--- src/rtl/atm_parse_pkg.sv ---
// Shared types and the header checksum step for the cell parser.
// Assumes MSB-first bit order for the CRC and an initial value of zero.
package atm_parse_pkg;

    typedef enum logic [1:0] {
        TAG_EXT = 2'd0,
        TAG_HDR = 2'd1,
        TAG_HEC = 2'd2,
        TAG_PAY = 2'd3
    } field_tag_e;

    localparam logic [7:0] HEC_POLY   = 8'h07;
    localparam logic [7:0] HEC_COSET  = 8'h55;

    // Advance a CRC-8 state by one data byte, MSB first.
    function automatic logic [7:0] crc8_step(input logic [7:0] state, input logic [7:0] din);
        logic [7:0] c;
        logic       fb;
        c = state;
        for (int i = 7; i >= 0; i--) begin
            fb = c[7] ^ din[i];
            c  = {c[6:0], 1'b0} ^ (fb ? HEC_POLY : 8'h00);
        end
        return c;
    endfunction

endpackage

--- src/rtl/atm_cell_counter.sv ---
// Tracks the byte position within a cell and latches the cell format.
// Assumes in_sop marks byte 0 of a cell; format inputs are sampled only then.
module atm_cell_counter #(
    parameter int EXT_W     = 4,
    parameter int MAX_EXT   = 12,
    parameter int HDR_BYTES = 4,
    parameter int PAY_BYTES = 48,
    parameter int POS_W     = 7
) (
    input  logic             clk,
    input  logic             rst_n,
    input  logic             in_valid,
    input  logic             in_sop,
    input  logic [EXT_W-1:0] cfg_ext_len,
    input  logic             cfg_hec_en,
    output logic             accept,
    output logic             early_sop,
    output logic             last_byte,
    output logic [POS_W-1:0] cur_pos,
    output logic [EXT_W-1:0] cur_ext,
    output logic             cur_hec
);

    logic             in_cell_q;
    logic [POS_W-1:0] pos_q;
    logic [EXT_W-1:0] ext_q;
    logic             hec_q;
    logic [EXT_W-1:0] cfg_clamped;
    logic [POS_W-1:0] cell_len;

    // Limit the prefix setting to its largest legal value.
    assign cfg_clamped = (cfg_ext_len > EXT_W'(MAX_EXT)) ? EXT_W'(MAX_EXT) : cfg_ext_len;

    // Select the format and position for the byte now at the input.
    always_comb begin
        cur_ext   = in_sop ? cfg_clamped : ext_q;
        cur_hec   = in_sop ? cfg_hec_en  : hec_q;
        cur_pos   = in_sop ? '0          : pos_q;
        cell_len  = POS_W'(cur_ext) + POS_W'(HDR_BYTES) + POS_W'(cur_hec) + POS_W'(PAY_BYTES);
        last_byte = (cur_pos == cell_len - POS_W'(1));
        accept    = in_valid && (in_sop || in_cell_q);
        early_sop = in_valid && in_sop && in_cell_q;
    end

    // Advance the position on every accepted byte and leave the cell after the last one.
    always_ff @(posedge clk) begin
        if (!rst_n) begin
            in_cell_q <= 1'b0;
            pos_q     <= '0;
            ext_q     <= '0;
            hec_q     <= 1'b0;
        end else if (accept) begin
            ext_q <= cur_ext;
            hec_q <= cur_hec;
            if (last_byte) begin
                in_cell_q <= 1'b0;
                pos_q     <= '0;
            end else begin
                in_cell_q <= 1'b1;
                pos_q     <= cur_pos + POS_W'(1);
            end
        end
    end

    // the stored position stays inside the latched cell length.
    p_pos_bound_r4: assert property (@(posedge clk) disable iff (!rst_n)
        in_cell_q |-> (pos_q < POS_W'(ext_q) + POS_W'(HDR_BYTES) + POS_W'(hec_q) + POS_W'(PAY_BYTES)));

    // the latched format holds inside a cell unless a new cell starts.
    p_cfg_hold_r8: assert property (@(posedge clk) disable iff (!rst_n)
        (in_cell_q && !(in_valid && in_sop)) |=> ($stable(ext_q) && $stable(hec_q)));

endmodule

--- src/rtl/atm_field_tagger.sv ---
// Maps a byte position and cell format to a field tag and payload markers.
// Purely combinational; assumes the position is already relative to byte 0.
module atm_field_tagger
    import atm_parse_pkg::*;
#(
    parameter int EXT_W     = 4,
    parameter int HDR_BYTES = 4,
    parameter int PAY_BYTES = 48,
    parameter int POS_W     = 7
) (
    input  logic [POS_W-1:0] pos,
    input  logic [EXT_W-1:0] ext_len,
    input  logic             hec_en,
    output field_tag_e       tag,
    output logic             hdr_last,
    output logic             pay_first,
    output logic             pay_last
);

    logic [POS_W-1:0] hdr_end;
    logic [POS_W-1:0] pay_start;

    // Decode the field boundaries from the prefix length and checksum option.
    always_comb begin
        hdr_end   = POS_W'(ext_len) + POS_W'(HDR_BYTES);
        pay_start = hdr_end + POS_W'(hec_en);
        if (pos < POS_W'(ext_len))      tag = TAG_EXT;
        else if (pos < hdr_end)         tag = TAG_HDR;
        else if (pos < pay_start)       tag = TAG_HEC;
        else                            tag = TAG_PAY;
        hdr_last  = (pos == hdr_end - POS_W'(1));
        pay_first = (pos == pay_start);
        pay_last  = (pos == pay_start + POS_W'(PAY_BYTES - 1));
    end

endmodule

--- src/rtl/atm_hdr_check.sv ---
// Captures the header word and verifies the checksum octet against its CRC.
// Assumes header bytes arrive in order and the checksum octet follows them.
module atm_hdr_check
    import atm_parse_pkg::*;
(
    input  logic        clk,
    input  logic        rst_n,
    input  logic        accept,
    input  logic        in_sop,
    input  field_tag_e  tag,
    input  logic        hdr_last,
    input  logic [7:0]  data,
    output logic [31:0] hdr_word,
    output logic        hdr_done,
    output logic        hec_ok,
    output logic        hec_err
);

    logic [7:0] crc_q;
    logic [7:0] crc_base;

    // Start from zero at each new cell.
    assign crc_base = in_sop ? 8'h00 : crc_q;

    // Shift header bytes into the word and fold them into the CRC.
    always_ff @(posedge clk) begin
        if (!rst_n) begin
            crc_q    <= 8'h00;
            hdr_word <= '0;
            hdr_done <= 1'b0;
        end else begin
            hdr_done <= accept && (tag == TAG_HDR) && hdr_last;
            if (accept && tag == TAG_HDR) begin
                crc_q    <= crc8_step(crc_base, data);
                hdr_word <= {hdr_word[23:0], data};
            end else if (accept && in_sop) begin
                crc_q <= 8'h00;
            end
        end
    end

    // Compare the checksum octet with the finished CRC.
    always_ff @(posedge clk) begin
        if (!rst_n) begin
            hec_ok  <= 1'b0;
            hec_err <= 1'b0;
        end else begin
            hec_ok  <= accept && (tag == TAG_HEC) && (data == (crc_q ^ HEC_COSET));
            hec_err <= accept && (tag == TAG_HEC) && (data != (crc_q ^ HEC_COSET));
        end
    end

    // a checksum verdict is never both good and bad.
    p_hec_excl_r6: assert property (@(posedge clk) disable iff (!rst_n)
        !(hec_ok && hec_err));

endmodule

--- src/rtl/atm_cell_parser.sv ---
// Top level: splits a byte stream of cells into tagged fields with one cycle of latency.
// Assumes an upstream stage has already found the cell boundaries and marks byte 0 with in_sop.
module atm_cell_parser
    import atm_parse_pkg::*;
#(
    parameter int EXT_W     = 4,
    parameter int MAX_EXT   = 12,
    parameter int HDR_BYTES = 4,
    parameter int PAY_BYTES = 48
) (
    input  logic             clk,
    input  logic             rst_n,
    input  logic             in_valid,
    input  logic             in_sop,
    input  logic [7:0]       in_data,
    input  logic [EXT_W-1:0] cfg_ext_len,
    input  logic             cfg_hec_en,
    output logic             out_valid,
    output logic [7:0]       out_data,
    output logic [1:0]       out_tag,
    output logic             out_pay_first,
    output logic             out_pay_last,
    output logic [31:0]      out_hdr_word,
    output logic             out_hdr_done,
    output logic             out_hec_ok,
    output logic             out_hec_err,
    output logic             out_len_err
);

    localparam int MAX_CELL = MAX_EXT + HDR_BYTES + 1 + PAY_BYTES;
    localparam int POS_W    = $clog2(MAX_CELL + 1);

    logic             accept;
    logic             early_sop;
    logic             last_byte;
    logic [POS_W-1:0] cur_pos;
    logic [EXT_W-1:0] cur_ext;
    logic             cur_hec;
    field_tag_e       tag;
    logic             hdr_last;
    logic             pay_first;
    logic             pay_last;

    atm_cell_counter #(
        .EXT_W(EXT_W), .MAX_EXT(MAX_EXT), .HDR_BYTES(HDR_BYTES),
        .PAY_BYTES(PAY_BYTES), .POS_W(POS_W)
    ) u_counter (
        .clk(clk), .rst_n(rst_n), .in_valid(in_valid), .in_sop(in_sop),
        .cfg_ext_len(cfg_ext_len), .cfg_hec_en(cfg_hec_en),
        .accept(accept), .early_sop(early_sop), .last_byte(last_byte),
        .cur_pos(cur_pos), .cur_ext(cur_ext), .cur_hec(cur_hec)
    );

    atm_field_tagger #(
        .EXT_W(EXT_W), .HDR_BYTES(HDR_BYTES), .PAY_BYTES(PAY_BYTES), .POS_W(POS_W)
    ) u_tagger (
        .pos(cur_pos), .ext_len(cur_ext), .hec_en(cur_hec),
        .tag(tag), .hdr_last(hdr_last), .pay_first(pay_first), .pay_last(pay_last)
    );

    atm_hdr_check u_hdr (
        .clk(clk), .rst_n(rst_n), .accept(accept), .in_sop(in_sop),
        .tag(tag), .hdr_last(hdr_last), .data(in_data),
        .hdr_word(out_hdr_word), .hdr_done(out_hdr_done),
        .hec_ok(out_hec_ok), .hec_err(out_hec_err)
    );

    // Register the byte, its tag and the markers for output.
    always_ff @(posedge clk) begin
        if (!rst_n) begin
            out_valid     <= 1'b0;
            out_data      <= 8'h00;
            out_tag       <= 2'd0;
            out_pay_first <= 1'b0;
            out_pay_last  <= 1'b0;
            out_len_err   <= 1'b0;
        end else begin
            out_valid     <= accept;
            out_data      <= in_data;
            out_tag       <= tag;
            out_pay_first <= accept && pay_first;
            out_pay_last  <= accept && pay_last && last_byte;
            out_len_err   <= early_sop;
        end
    end

    // payload markers appear only on payload-tagged output bytes.
    p_mark_tag_r4: assert property (@(posedge clk) disable iff (!rst_n)
        (out_pay_first || out_pay_last) |-> (out_valid && out_tag == 2'd3));

    // a checksum verdict comes only with the checksum octet.
    p_hec_tag_r6: assert property (@(posedge clk) disable iff (!rst_n)
        (out_hec_ok || out_hec_err) |-> (out_valid && out_tag == 2'd2));

    // an idle input cycle produces no output byte next cycle.
    p_idle_r10: assert property (@(posedge clk) disable iff (!rst_n)
        !in_valid |=> !out_valid);

endmodule

--- config.mk ---
export PLATFORM = sky130hd
export DESIGN_NAME = atm_cell_parser
export DESIGN_NICKNAME = d
export VERILOG_FILES = /design/src/rtl/atm_parse_pkg.sv /design/src/rtl/atm_cell_counter.sv /design/src/rtl/atm_field_tagger.sv /design/src/rtl/atm_hdr_check.sv /design/src/rtl/atm_cell_parser.sv
export SDC_FILE = /design/constraint.sdc
export NUM_CORES = 1
export LEC_CHECK = 0
export ABC_AREA = 1
export BUFFER_PORTS_ARGS = -buffer_cell sky130_fd_sc_hd__buf_2
export CAP_MARGIN = 0
export CORE_ASPECT_RATIO = 1.25
export CORE_MARGIN = 4
export CORE_UTILIZATION = 55
export DETAILED_ROUTE_END_ITERATION = 6
export GPL_ROUTABILITY_DRIVEN = 0
export PLACE_DENSITY_LB_ADDON = 0.08
export SLEW_MARGIN = 40
export SYNTH_ARGS = -nofsm -noshare
export SYNTH_HDL_FRONTEND = slang
export SYNTH_SLANG_ARGS = --single-unit
--- constraint.sdc ---
create_clock -name clk -period 3.35 [get_ports clk]
set_input_delay 0.67 -clock clk [delete_from_list [all_inputs] [get_ports clk]]
set_output_delay 0.67 -clock clk [all_outputs]
set_load 0.02 [all_outputs]
==> results.md <==
Synthesis
• 0 — fraction of registers with async set or reset after synthesis
• 0.002633 — multiplexer fraction of the synthesized cell area
• 0 — count of warnings emitted by yosys
• 0.06254 — post-synthesis adder-cell area fraction
• 0.3687 — sequential-to-total area share from yosys stat
• sky130_fd_sc_hd__dfxtp_1 37%, sky130_fd_sc_hd__nand2_1 8.8%, sky130_fd_sc_hd__nor2_1 8.6%, sky130_fd_sc_hd__ha_1 6.3%, sky130_fd_sc_hd__o21ai_0 5.4% — top area cells in the synthesized netlist
• 0.003801 mm² — post-synthesis instance area
• sky130_fd_sc_hd__nand2_1 — library cell with the highest instance count after synthesis
• 44 — Netlist cell types
• sky130_fd_sc_hd__dfxtp_1 — Synth area leader
• 0 — Post-synth EDFFs
• 0.3687 — post-synth top area share
• 562 — number of nets produced by synthesis
• 0.05300 — parity-gate share of the synthesized area counting xor and xnor cells
• 70 — number of storage elements in the synthesis netlist
• 0.2979 — synthesized-area fraction occupied by and/or/nand/nor cells
• simple AND/OR/NAND/NOR gates — combinational family with the most area after synthesis
• 7.227 µm² — average instance area after synthesis
• 89 x sky130_fd_sc_hd__nand2_1, 87 x sky130_fd_sc_hd__nor2_1, 70 x sky130_fd_sc_hd__dfxtp_1 — Synth top cells by count
• 526 — instance count of the mapped netlist
• 0.1257 — Synth Area in Compound Gates
• sky130_fd_sc_hd__dfxtp_1 — Primary FF master, synth

Power and ir drop
• 0.366 — part of the power in the clock network
• 0.6261 mW — net switching power
• 0.200 — combinational power share
• 0.3028 — switching share of total power
• 1.442 mW — internal portion of total power
• 2.290 nW — static power due to leakage
• 461.0 mW/mm² — power per cell area
• 0.434 — sequential share of power
• 419.1 µV — maximum VDD drop

Global routing
• 0 — number of antenna violations at the first check in global routing
• 16,110 µm — wire length of the first global-routing pass
• 52 — pin count of the biggest net entering global routing
• 0 — remaining global-route overflow
• 0.2493 — GRT Total Usage
• 3,687 — number of global-route vias before repair

Clocking
• 0.08 ns — Clock transition at path regs
• 0 — total setup buffers inserted after CTS
• 70 — clk sinks
• 2 — maximum buffer depth of the clock tree
• 0.35 ns — clock latency at the later pin of the worst-skew pair
• 0 — count of hold buffers inserted by post-cts repair
• 0 — Resized Gates After CTS
• done — TritonCTS clock tree
• sky130_fd_sc_hd__clkbuf_8 — Clock Root Buffer
• 9 — total clock buffers created by CTS
• 3 — Clock H-tree levels

Setup path
• 0.57 ns — slack of the worst reg-to-reg path
• 18 — WP depth
• primary input to flop — worst setup path class
• u_counter.ext_q[0]$_SDFFE_PN0P_ — beginning of the worst register-to-register path
• primary input — type of origin of the critical path
• sky130_fd_sc_hd__ha_1 — critical-path cell with the highest stage delay
• 18 — worst reg-to-reg path cell count
• adder cells — Crit path max-delay family
• 3.63 ns — CP Data Required Time
• flop — type of element capturing the critical path
• 3.33 ns — arrival time of data at the critical path endpoint
• buf_2 -> nor2_1 -> a31oi_2 -> inv_2 -> ha_1 -> ha_1 -> inv_1 -> nand3_1 -> nand2_1 -> inv_1 -> ha_1 -> a21oi_1 -> o21ai_0 -> a21oi_1 -> a21oi_1 -> nor2_1 -> nand3_1 -> nor2_1 — sequence of cells on the critical path
• u_hdr.hec_ok$_SDFF_PN0_ — reg-to-reg endpoint
• in_sop — Worst Setup SP
• 4 — number of buffers and inverters on the critical path
• 9 — largest fanout on the critical path
• 0.31 ns — peak per-stage delay on the critical path

Routing
• 9812 µm — Detailed Route WL
• 3,678 — DR vias
• 5 — first-pass detailed-route iteration total
• 0 — count of antenna-violating nets left after detailed routing
• 0 — number of remaining DRC errors
• 163 — Detailed Route Iter0 Violations
• 14.14 µm — average wire per cell in the routed design
• 5.300 — post-DR vias/cell

STA
• 0.9114 — crit share post-route
• 0 — number of hold-slack violations in the final timing report
• 3.053 ns — final critical-path required period
• 0 — final setup vio count
• 0.6276 — max-slew headroom at the worst pin
• 0.5580 ns — actual slew at the worst max-slew pin
• no — RSZ-0062 raised after global routing
• 0.2967 ns — worst-case setup margin in the final layout
• 0.01197 ns — setup clock skew after layout
• 0 — final slew viol count
• 0 ns — total negative slack for setup checks
• 327.5 MHz — Max Clk Rate
• 0.4678 ns — Post-Route Hold Slack

Status
• finished clean — result of the run

Final layout
• 18.01% — area overhead of the layout relative to synthesis
• 0.2224 — ratio of cells with drive above 1 in the final layout
• 638 — nets@finish
• 0 — ant diodes
• 0.6748 — share of the core filled with cells
• 629 — layout filler cell count

Placement
• 7484 µm — dpl hpwl
• 65 — Port Buffer Count
• -0.04189 ns — setup slack at placement

Floorplanning
• 100.9 µm — Die Span Y
• 0.5718 — starting density of the core
• 33 — count of standard-cell rows
• 0.006648 mm² — floorplan core area
• 82.36 µm — width of the die
• 0.008313 mm² — die area
• 66 — I/O pin cnt

Hold path
• u_counter.pos_q[2]$_SDFFE_PN0P_ — startpoint of the worst hold path
• 2 — worst hold path stage count
• flop to flop — kind of path behind the tightest hold check
• u_counter.pos_q[2]$_SDFFE_PN0P_ — hold-critical path endpoint

Run
• 0 — max-cap check violation count

==> state kept, by name (all words and copies together), names as in the netlist, 2 cells and up <==
name             cells
out_data             8
out_tag              2
u_counter.ext_q      4
u_counter.pos_q      7
u_hdr.crc_q          8
u_hdr.hdr_word      32
==> cell type report <==
class	instances	area, µm²	share of cell area
well taps	87	108.9	0.02427
clock inverters	6	93.84	0.02092
clock buffers	10	127.6	0.02845
flip-flops and latches	70	1401	0.3124
inverters	63	241.5	0.05384
multi-input cells	376	2059	0.4591
repair buffers	82	452.9	0.1010
==> worst max-delay path by stage <==
| stage | endpoint | slack (ns) |
|---|---|---|
| after floorplan | u_hdr.hec_err$_SDFF_PN0_ | 0.21 |
| after global placement | u_hdr.hec_err$_SDFF_PN0_ | 0.02 |
| after detailed placement | u_hdr.hec_ok$_SDFF_PN0_ | -0.04 |
| after CTS | u_hdr.hec_ok$_SDFF_PN0_ | 0.32 |
| after global routing | u_hdr.crc_q[6]$_SDFFE_PN0P_ | 0.06 |
| final | u_hdr.hec_ok$_SDFF_PN0_ | 0.30 |
==> power by group through the flow <==
stage          combinational (mW)  clock (mW)  sequential [mW]
6_report                    0.414       0.756            0.898
5_1_grt                     0.460       0.811            0.903
4_1_cts                     0.414       0.770            0.898
3_5_place_dp                0.412           0            0.917
3_3_place_gp                0.403           0            0.916
2_1_floorplan               0.255           0            0.951
==> per-stage QoR <==
stage / std cells / area [µm²] / total power [mW]
after floorplan: 526 / 3801 / 1.205
after global placement: 678 / 4264 / 1.318
after detailed placement: 678 / 4264 / 1.328
after CTS: 694 / 4486 / 2.082
after global routing: 694 / 4486 / 2.173
final: 694 / 4486 / 2.068
==> tightest hold or removal path, delay by kind of cell, from the launching register on <==
kind,cells,cell delay [ns]
buf+inv,1,0.06
flops,1,0.30
compound gates,1,0.06
==> logic make-up (layout without fill, tap and decap cells) <==
logic type / after synthesis / in the layout
and+or+nand+nor: 248 / 248
AOI/OAI and AO/OA: 85 / 85
buffers and inverters: 80 / 161
DFF: 70 / 70
xor gates and xnor gates: 23 / 23
adders and majority gates: 19 / 19
muxes: 1 / 1
==> per-layer routing <==
metal  GRT usage  share of wire
met2      0.4451           0.52
met5           0              0
met3     0.06261          0.056
met4      0.1240          0.035
met1      0.2642           0.39
==> cell usage in the layout, fill, tap and decap left out, drive strengths merged, types with 2 or more instances in the layout <==
cell    netlist  routed
a21oi        22      22
a31oi         3       3
buf          11      82
bufinv        0       2
clkbuf        6      10
clkinv        2       4
dfxtp        70      70
ha           19      19
inv          61      62
nand2        99      99
nand3        31      31
nand4         4       4
nor2         97      97
nor3          9       9
nor4          2       2
o211ai        3       3
o21ai        50      50
o21bai        2       2
o22ai         3       3
or2           4       4
xnor2         7       7
xor2         16      16
No activity file was read; power rests on OpenSTA's default activity.
